$ cat config.mk
export PLATFORM = sky130hd
export DESIGN_NAME = usat_unit
export DESIGN_NICKNAME = d
export VERILOG_FILES = /design/src/rtl/usat_pkg.sv /design/src/rtl/usat_decode.sv /design/src/rtl/usat_shift.sv /design/src/rtl/usat_clamp.sv /design/src/rtl/usat_unit.sv
export SDC_FILE = /design/constraint.sdc
export NUM_CORES = 1
export LEC_CHECK = 0
export ABC_AREA = 1
export CELL_PAD_IN_SITES_DETAIL_PLACEMENT = 1
export CELL_PAD_IN_SITES_GLOBAL_PLACEMENT = 2
export CORE_MARGIN = 2
export CORE_UTILIZATION = 27
export DETAILED_ROUTE_END_ITERATION = 16
export PLACE_DENSITY_LB_ADDON = 0.08
export SYNTH_ARGS = -nofsm -noshare
export SYNTH_HDL_FRONTEND = slang
export SYNTH_HIERARCHICAL = 1
export SYNTH_SLANG_ARGS = --single-unit
$ cat constraint.sdc
create_clock -name clk -period 5.5 [get_ports clk]
set_clock_uncertainty 0.1 [all_clocks]
set_input_delay 1.375 -clock clk [delete_from_list [all_inputs] [get_ports clk]]
set_output_delay 1.375 -clock clk [all_outputs]
set_load 0.01 [all_outputs]
$ cat src/rtl/usat_pkg.sv
package usat_pkg;
  localparam int XLEN  = 32;
  localparam int IDX_W = 4;
  localparam int AMT_W = 5;
  localparam int POS_W = 5;
  localparam logic [IDX_W-1:0] IDX_STACK = 4'd13;
  localparam logic [IDX_W-1:0] IDX_PCNT  = 4'd15;

  typedef struct packed {
    logic [IDX_W-1:0] rd;
    logic [IDX_W-1:0] rn;
    logic             asr;
    logic [AMT_W-1:0] amt;
    logic [POS_W-1:0] pos;
    logic             not_this;
    logic             unpred;
  } dec_t;
endpackage

$ cat src/rtl/usat_decode.sv
module usat_decode
  import usat_pkg::*;
(
  input  logic [XLEN-1:0] insn,
  output dec_t            dec
);
  logic fixed_ok;
  logic bad_idx;

  always_comb begin
    fixed_ok = (insn[31:27] == 5'b11110) && (insn[25:22] == 4'b1110) &&
               !insn[20] && !insn[15];
    dec.rd  = insn[11:8];
    dec.rn  = insn[19:16];
    dec.asr = insn[21];
    dec.amt = {insn[14:12], insn[7:6]};
    dec.pos = insn[4:0];
    dec.not_this = !fixed_ok || (dec.asr && (dec.amt == '0));
    bad_idx = (dec.rd == IDX_STACK) || (dec.rd == IDX_PCNT) ||
              (dec.rn == IDX_STACK) || (dec.rn == IDX_PCNT);
    dec.unpred = !dec.not_this && (bad_idx || insn[26] || insn[5]);
  end
endmodule

$ cat src/rtl/usat_shift.sv
module usat_shift #(
  parameter int W = 32,
  parameter int S = 5
) (
  input  logic [W-1:0] din,
  input  logic         asr,
  input  logic [S-1:0] amt,
  output logic [W-1:0] dout
);
  logic [W-1:0] stg [S+1];

  assign stg[0] = din;

  generate
    for (genvar i = 0; i < S; i++) begin : g_stage
      localparam int SH = 1 << i;
      logic [W-1:0] shl;
      logic [W-1:0] shr;
      assign shl = {stg[i][W-1-SH:0], {SH{1'b0}}};
      assign shr = {{SH{stg[i][W-1]}}, stg[i][W-1:SH]};
      assign stg[i+1] = amt[i] ? (asr ? shr : shl) : stg[i];
    end
  endgenerate

  assign dout = stg[S];
endmodule

$ cat src/rtl/usat_clamp.sv
module usat_clamp #(
  parameter int W = 32,
  parameter int P = 5
) (
  input  logic [W-1:0] din,
  input  logic [P-1:0] pos,
  output logic [W-1:0] dout,
  output logic         sat
);
  logic [W-1:0] limit;

  always_comb begin
    limit = ({{(W-1){1'b0}}, 1'b1} << pos) - {{(W-1){1'b0}}, 1'b1};
    if (din[W-1]) begin
      dout = '0;
      sat  = 1'b1;
    end else if (din > limit) begin
      dout = limit;
      sat  = 1'b1;
    end else begin
      dout = din;
      sat  = 1'b0;
    end
  end
endmodule

$ cat src/rtl/usat_unit.sv
module usat_unit
  import usat_pkg::*;
(
  input  logic             clk,
  input  logic             rst_n,
  input  logic             in_valid,
  output logic             in_ready,
  input  logic [XLEN-1:0]  in_insn,
  input  logic [XLEN-1:0]  in_operand,
  output logic [IDX_W-1:0] rn_idx,
  output logic             out_valid,
  input  logic             out_ready,
  output logic [XLEN-1:0]  out_result,
  output logic [IDX_W-1:0] out_rd,
  output logic             out_rd_we,
  output logic             out_sat,
  output logic             out_not_this,
  output logic             out_unpred,
  output logic             q_flag
);
  dec_t            dec;
  logic [XLEN-1:0] shifted;
  logic [XLEN-1:0] clamped;
  logic            clip;
  logic            take;
  logic            writes;

  usat_decode u_dec (.insn(in_insn), .dec(dec));

  usat_shift #(.W(XLEN), .S(AMT_W)) u_shf (
    .din(in_operand), .asr(dec.asr), .amt(dec.amt), .dout(shifted)
  );

  usat_clamp #(.W(XLEN), .P(POS_W)) u_clp (
    .din(shifted), .pos(dec.pos), .dout(clamped), .sat(clip)
  );

  assign rn_idx   = dec.rn;
  assign in_ready = !out_valid || out_ready;
  assign take     = in_valid && in_ready;
  assign writes   = !dec.not_this && !dec.unpred;

  always_ff @(posedge clk) begin
    if (!rst_n) begin
      out_valid    <= 1'b0;
      out_result   <= '0;
      out_rd       <= '0;
      out_rd_we    <= 1'b0;
      out_sat      <= 1'b0;
      out_not_this <= 1'b0;
      out_unpred   <= 1'b0;
      q_flag       <= 1'b0;
    end else if (take) begin
      out_valid    <= 1'b1;
      out_result   <= clamped;
      out_rd       <= dec.rd;
      out_rd_we    <= writes;
      out_sat      <= writes && clip;
      out_not_this <= dec.not_this;
      out_unpred   <= dec.unpred;
      q_flag       <= q_flag || (writes && clip);
    end else if (out_ready) begin
      out_valid    <= 1'b0;
    end
  end
endmodule

* Yosys cells after proc, flatten, opt, wreduce, memory -nomap -nowiden
Index checks and enable logic that the tools add are counted.
** Storage, ports and cells
- Register bits after elaboration :: 42
- Input port bits :: 68
- Output and inout bits :: 47
- Logic and storage cells :: 57
** Operators by class
- Add/subtract/negate cells :: 1
- Order comparisons :: 1
- Eq/ne operators :: 6
- Shift-type cells :: 1
- Multiplexer cells :: 16
- Reductions and logical operators :: 24
** Operators by type and width (number)
- $mux 32 :: 12
- $gt 32x32->1 :: 1
- $shl 1x5->32 const A :: 1
- $sub 32x1->32 const B :: 1
- $eq 4x4->1 const B :: 5
- $logic_and 1x1->1 :: 8
- $logic_or 1x1->1 :: 8
- $logic_not 1->1 :: 6
- $eq 5x5->1 const B :: 1
- $logic_not 5->1 :: 1
- $mux 1 :: 4
- $reduce_bool 2->1 :: 1

* Longest topological paths before layout
- Depth in word-level cells :: 15
- Mapped depth :: 34
- Depth with buffers taken out :: 31

* Hierarchy
Netlist, hierarchy kept.
** Modules (own cells, without submodules)
- usat_shift :: times used 1, cells each 655, area an instance 2800.2 sq um, seq. area each 0.0 sq um
- usat_clamp :: times used 1, cells each 409, area an instance 2317.2 sq um, seq. area each 0.0 sq um
- usat_unit :: times used 1, cells each 189, area an instance 1475.2 sq um, seq. area each 840.8 sq um
- usat_decode :: times used 1, cells each 41, area an instance 250.2 sq um, seq. area each 0.0 sq um

* Worst setup path after synthesis
OpenSTA, ideal clock, no wires.
- Path kind :: input to register
- Start :: input in_insn[1]
- End :: register out_result[26]
- Library setup time :: 0.116 ns
- Arrival time :: 4.077 ns
- Required time :: 5.284 ns
- Slack :: 1.207 ns
- Stages on the path :: 28
- Buffers on the path :: 3
- Cells stage by stage :: buf_4 buf_6 nor2_4 nand2_1 inv_1 nand2_1 ha_1 nand2_4 nor2_8 inv_2 nor2_4 nand2_1 nand2_1 nand2_1 inv_1 ha_1 nand2_1 nor2_1 nand2_1 nor2_1 nand2_1 nand2_1 nand2_2 buf_4 nand3_1 nand2_1 o21ai_0 nor2_1
** Between the ends
- Cells in the longest elaborated chain, start to end :: 5
** RTL lines
- from (decl) :: line usat_unit.sv:8 : input logic [XLEN-1:0] in_insn,
- $shl 1x5->32 * :: line usat_clamp.sv:13 : limit = ({{(W-1){1'b0}}, 1'b1} << pos) - {{(W-1){1'b0}}, 1'b1};
- $sub 32x1->32 * :: line usat_clamp.sv:13
- $gt 32x32->1 :: line usat_clamp.sv:17 : end else if (din > limit) begin
- $mux 32 * :: line usat_clamp.sv:17
- $mux 32 * :: line usat_clamp.sv:14 : if (din[W-1]) begin
- net clamped[26] :: line usat_unit.sv:23 : logic [XLEN-1:0] clamped;
- to (signal assigned) :: line usat_unit.sv:55 : out_result <= clamped;
- to (decl) :: line usat_unit.sv:13 : output logic [XLEN-1:0] out_result,
Mark *: on every way through the listed nets, which the timed path passes. The rest lies on a longest branch.
A chain may end at the register's enable or synchronous reset.

* Worst setup path after layout
- Start :: input in_insn[21]
- End :: register out_result[23]
** Between the ends
- Cells in the longest elaborated chain, start to end :: 13
** RTL lines
- $mux 32 (9 in series) :: line usat_shift.sv:21 : assign stg[i+1] = amt[i] ? (asr ? shr : shl) : stg[i];
- $mux 32 * :: line usat_shift.sv:21
- net shifted[28] :: line usat_unit.sv:22 : logic [XLEN-1:0] shifted;
- $gt 32x32->1 * :: line usat_clamp.sv:17
- $mux 32 * :: line usat_clamp.sv:17
- $mux 32 * :: line usat_clamp.sv:14
- net clamped[23] :: line usat_unit.sv:23
Marks and branches as above.

==> impl_metrics.py <==
metrics = {
    "clocking": {
        "worst_setup_hold_path_clk_slew_ns": 0.07,
        "cts.htree.levels": 2,
        "clock_latency_ns": 0.30,
        "clock_root_buffer_master": "sky130_fd_sc_hd__clkbuf_16",
        "cts_buffers": 5,
        "tritoncts_clock_tree": "yes",
        "hold_buffers": 0,
        "cts_buffer_depth": 2,
        "cts_num_sinks": 42,
    },
    "critical_path": {
        "critPathCaptureType": "register",
        "worst-setup-path-type": "input port to register",
        "critical_path.reg2reg.endpoint": "q_flag",
        "critical_path.startpoint_type": "input port",
        "worst-r2r-setup-slack_ns": 3.71,
        "cp.required_ns": 5.58,
        "worst-r2r-cell-count": 3,
        "critical_path_arrival_ns": 5.18,
        "worst_setup_path_startpoint": "in_insn[21]",
        "path_max_fanout": 28,
        "worst_setup_path_endpoint": "out_result[23]",
        "r2r_start": "out_valid",
    },
    "floorplanning": {
        "die_w_um": 163,
        "die_area_um2": 26600,
        "die_height_um": 163,
        "floorplan.core_area_um2": 25000,
        "std_cell_rows": 58,
        "top_level_ports": 115,
        "floorplan.initialDensity_pct": 27.3,
    },
    "drt": {
        "firstDrtPassIters": 4,
        "total_vias_in_the_final_route": 8479,
        "initial_detailed_routing_violation_count": 451,
        "postRouteWirelength_mm": 29.1,
        "detail_route.vias_per_cell": 5.03,
        "drt-wirelength-per-cell_um": 17.3,
        "detail-route-antenna-nets": 0,
        "detail_route.drc_violations": 0,
    },
    "synthesis": {
        "ys_top_cells_by_area": "sky130_fd_sc_hd__nand2_1, sky130_fd_sc_hd__nand3_1, sky130_fd_sc_hd__dfxtp_1",
        "netlist.top_cell.by_area": "sky130_fd_sc_hd__nand2_1",
        "ys_warn_count": 6,
        "netlist_instances": 1294,
        "ys_seq_elements": 42,
        "synthDominantCellAreaShare_pct": 27.5,
        "top_flip_flop_cell_by_instance_count_after_synthesis": "sky130_fd_sc_hd__dfxtp_1",
        "netlist-cell-type-count": 42,
        "syn_area_um2": 6840,
        "synth_nets": 1395,
        "synth_edf_count": 0,
        "synthArstFlopShare_pct": 0,
        "synth.yosys.seq_area_share_pct": 12.3,
        "post_synth.cell_area_avg_um2": 5.29,
    },
    "global_route": {
        "grt_pass1_wl_mm": 45.7,
        "number_of_global_route_vias_before_repair": 8444,
        "grt_start_max_net_pins": 64,
        "overflow": 0,
        "grt.total_usage_pct": 21.8,
        "grt_antenna_before_repair": 0,
    },
    "pwr": {
        "p_total_mw": 1.54,
        "power_share_of_the_combinational_group_pct": 57.6,
        "sequentialPowerShare_pct": 22.5,
        "power.switching_mw": 0.717,
        "power.static_leakage_nw": 4.17,
        "power.clock.fraction_pct": 19.9,
        "vdd.ir_drop.worst_uv": 122,
        "powerDensity_nw_per_um2": 184,
        "intPower_mw": 0.823,
        "p_sw_share_pct": 46.5,
    },
    "timing": {
        "whs_ns": 0.366,
        "final_min_period_over_clock_period_pct": 92.6,
        "achievable-frequency_ghz": 0.196,
        "worst_relative_slew_slack_pct": 25.1,
        "timing.final.ws_setup_ns": 0.405,
        "finalHoldViolations": 0,
        "timing.final.max_slew_violations": 0,
        "final.min_clock_period_ns": 5.10,
        "timing.final.setup_violations": 0,
        "worst_pin_slew_ns": 1.12,
    },
    "flow_run": {
        "cap_viol_max_count": 0,
    },
    "cells_and_area": {
        "area.growth.synth_to_final_pct": 22.3,
        "final_area_um2": 8370,
        "drive_gt1_share_pct": 8.04,
        "final_cells": 1686,
        "layout.nets": 1456,
        "antennaDiodeCount": 0,
    },
    "placement": {
        "detailed_place_hpwl_mm": 23.5,
        "count_of_port_buffers_added_during_placement": 112,
        "routabilityCongestion": 0.857,
        "post_dp_cell_area_um2": 8190,
        "detailedPlace.worstSlack_ns": -0.0922,
        "placed_cells_incl_taps": 1678,
    },
    "hold_path": {
        "worstHoldPathType": "register to register",
    },
    "status": {
        "outcome": "finished clean",
    },
}
synth_stat cells (3+ instances only):
| cell type | n |
|---|---|
| sky130_fd_sc_hd__nand2_1 | 502 |
| sky130_fd_sc_hd__nand3_1 | 233 |
| sky130_fd_sc_hd__nor2_1 | 133 |
| sky130_fd_sc_hd__inv_1 | 71 |
| sky130_fd_sc_hd__dfxtp_1 | 42 |
| sky130_fd_sc_hd__buf_4 | 38 |
| sky130_fd_sc_hd__nand4_1 | 37 |
| sky130_fd_sc_hd__o21ai_0 | 35 |
| sky130_fd_sc_hd__ha_1 | 33 |
| sky130_fd_sc_hd__buf_2 | 24 |
| sky130_fd_sc_hd__a21oi_1 | 23 |
| sky130_fd_sc_hd__clkbuf_1 | 19 |
| sky130_fd_sc_hd__nor2_2 | 12 |
| sky130_fd_sc_hd__o21ai_1 | 10 |
| sky130_fd_sc_hd__nand2_2 | 9 |
| sky130_fd_sc_hd__buf_1 | 8 |
| sky130_fd_sc_hd__inv_2 | 8 |
| sky130_fd_sc_hd__buf_6 | 6 |
| sky130_fd_sc_hd__nand3_2 | 6 |
| sky130_fd_sc_hd__nand2_4 | 4 |
| sky130_fd_sc_hd__nor2_4 | 4 |
| sky130_fd_sc_hd__nor3_1 | 4 |
| sky130_fd_sc_hd__inv_4 | 3 |
| sky130_fd_sc_hd__xnor2_1 | 3 |
| sky130_fd_sc_hd__xor2_1 | 3 |
flip-flops by register name (all words and copies together) (netlist names):
signal,flops
out_unpred,1
out_rd,4
out_result,32
q_flag,1
out_not_this,1
out_valid,1
out_rd_we,1
out_sat,1
area by class of cell:
cell class,instances,area (um^2)
tap,330,413
inverter,85,339
fill,3379,16700
timing repair buffer,150,1510
clock inverter,3,23.8
sequential,42,841
clock buffer,5,125
multi-input combinational,1071,5120
critical path: stages:
cell and delay (ns):
sky130_fd_sc_hd__clkdlybuf4s50_1 0.57, sky130_fd_sc_hd__inv_4 0.16, sky130_fd_sc_hd__nand3_1 0.11, sky130_fd_sc_hd__nand3_1 0.23, sky130_fd_sc_hd__nand2_1 0.13, sky130_fd_sc_hd__nand3_1 0.18
sky130_fd_sc_hd__nand2_1 0.10, sky130_fd_sc_hd__nand3_1 0.16, sky130_fd_sc_hd__nand2_1 0.10, sky130_fd_sc_hd__nand3_1 0.10, sky130_fd_sc_hd__nand2_1 0.09, sky130_fd_sc_hd__nand3_1 0.17
sky130_fd_sc_hd__ha_1 0.35, sky130_fd_sc_hd__nand2_1 0.05, sky130_fd_sc_hd__nor2_1 0.12, sky130_fd_sc_hd__nand2_1 0.11, sky130_fd_sc_hd__nor2_2 0.17, sky130_fd_sc_hd__nand2_1 0.07
sky130_fd_sc_hd__nand2_1 0.12, sky130_fd_sc_hd__nand2_2 0.10, sky130_fd_sc_hd__buf_12 0.16, sky130_fd_sc_hd__nand3_1 0.07, sky130_fd_sc_hd__nand2_1 0.10, sky130_fd_sc_hd__o21ai_0 0.21
sky130_fd_sc_hd__nor2_1 0.06
stage by stage:
step | utilization (%) | TNS (ns)
after floorplan | - | 0
after global placement | 32.7 | -0.259
after detailed placement | 32.7 | -1.36
after CTS | 33.3 | 0
after global routing | 33.4 | -0.00824
final | 33.4 | 0
repair_timing:
action / 4_1_cts / 5_1_grt
resized for setup: 0 / 13
endpoints found under the setup margin: 0 / 33
hold endpoints to repair: 0 / 0
buffers inserted: 0 / 0
placed cells by master (no fill, tap or decap), types with 5 or more instances in the layout:
| master | count |
|---|---|
| sky130_fd_sc_hd__clkdlybuf4s50_1 | 111 |
| sky130_fd_sc_hd__inv_4 | 5 |
| sky130_fd_sc_hd__clkbuf_16 | 5 |
| sky130_fd_sc_hd__nand2_1 | 500 |
| sky130_fd_sc_hd__dfxtp_1 | 42 |
| sky130_fd_sc_hd__inv_2 | 6 |
| sky130_fd_sc_hd__nand4_1 | 37 |
| sky130_fd_sc_hd__o21ai_0 | 34 |
| sky130_fd_sc_hd__buf_4 | 28 |
| sky130_fd_sc_hd__nor2_2 | 13 |
| sky130_fd_sc_hd__buf_12 | 8 |
| sky130_fd_sc_hd__nand3_2 | 8 |
| sky130_fd_sc_hd__ha_1 | 33 |
| sky130_fd_sc_hd__nor2_1 | 132 |
| sky130_fd_sc_hd__nand3_1 | 231 |
| sky130_fd_sc_hd__inv_1 | 71 |
| sky130_fd_sc_hd__a21oi_1 | 22 |
| sky130_fd_sc_hd__o21ai_1 | 11 |
| sky130_fd_sc_hd__nand2_2 | 11 |
power groups by stage:
stage               registers, mW  logic, mW  clock network (mW)
floorplan                   0.364      0.545                   0
global placement            0.353      0.884                   0
detailed placement          0.353      0.888                   0
CTS                         0.346      0.891               0.316
global route                0.349      0.992               0.328
finish                      0.346      0.887               0.307
layer usage:
layer | wire [um] | track usage, %
met3 | 1000 | 1.96
met5 | 0 | 0
met4 | 238 | 2.49
met1 | 15200 | 32.8
met2 | 12700 | 34.7
worst min path at each step:
stage,start,end,slack (ns),cells past startpoint
6_report,q_flag,q_flag,0.37,2
5_1_grt,q_flag,q_flag,0.38,2
4_1_cts,q_flag,q_flag,0.37,2
3_5_place_dp,q_flag,q_flag,0.36,2
3_3_place_gp,q_flag,q_flag,0.35,2
2_1_floorplan,q_flag,q_flag,0.37,2
cell families (layout without fill, tap and decap cells):
family,Yosys count,count (layout),synth area share (%)
XOR/XNOR,6,6,0.768
adder cells (fa/ha/maj),33,33,6.03
buffers and inverters,181,243,13.3
AO/OA/AOI/OAI,78,78,6.27
AND/OR/NAND/NOR,952,952,61.2
other,2,2,0.110
flip-flops,42,42,12.3
Power figures use the tool's default switching activity.
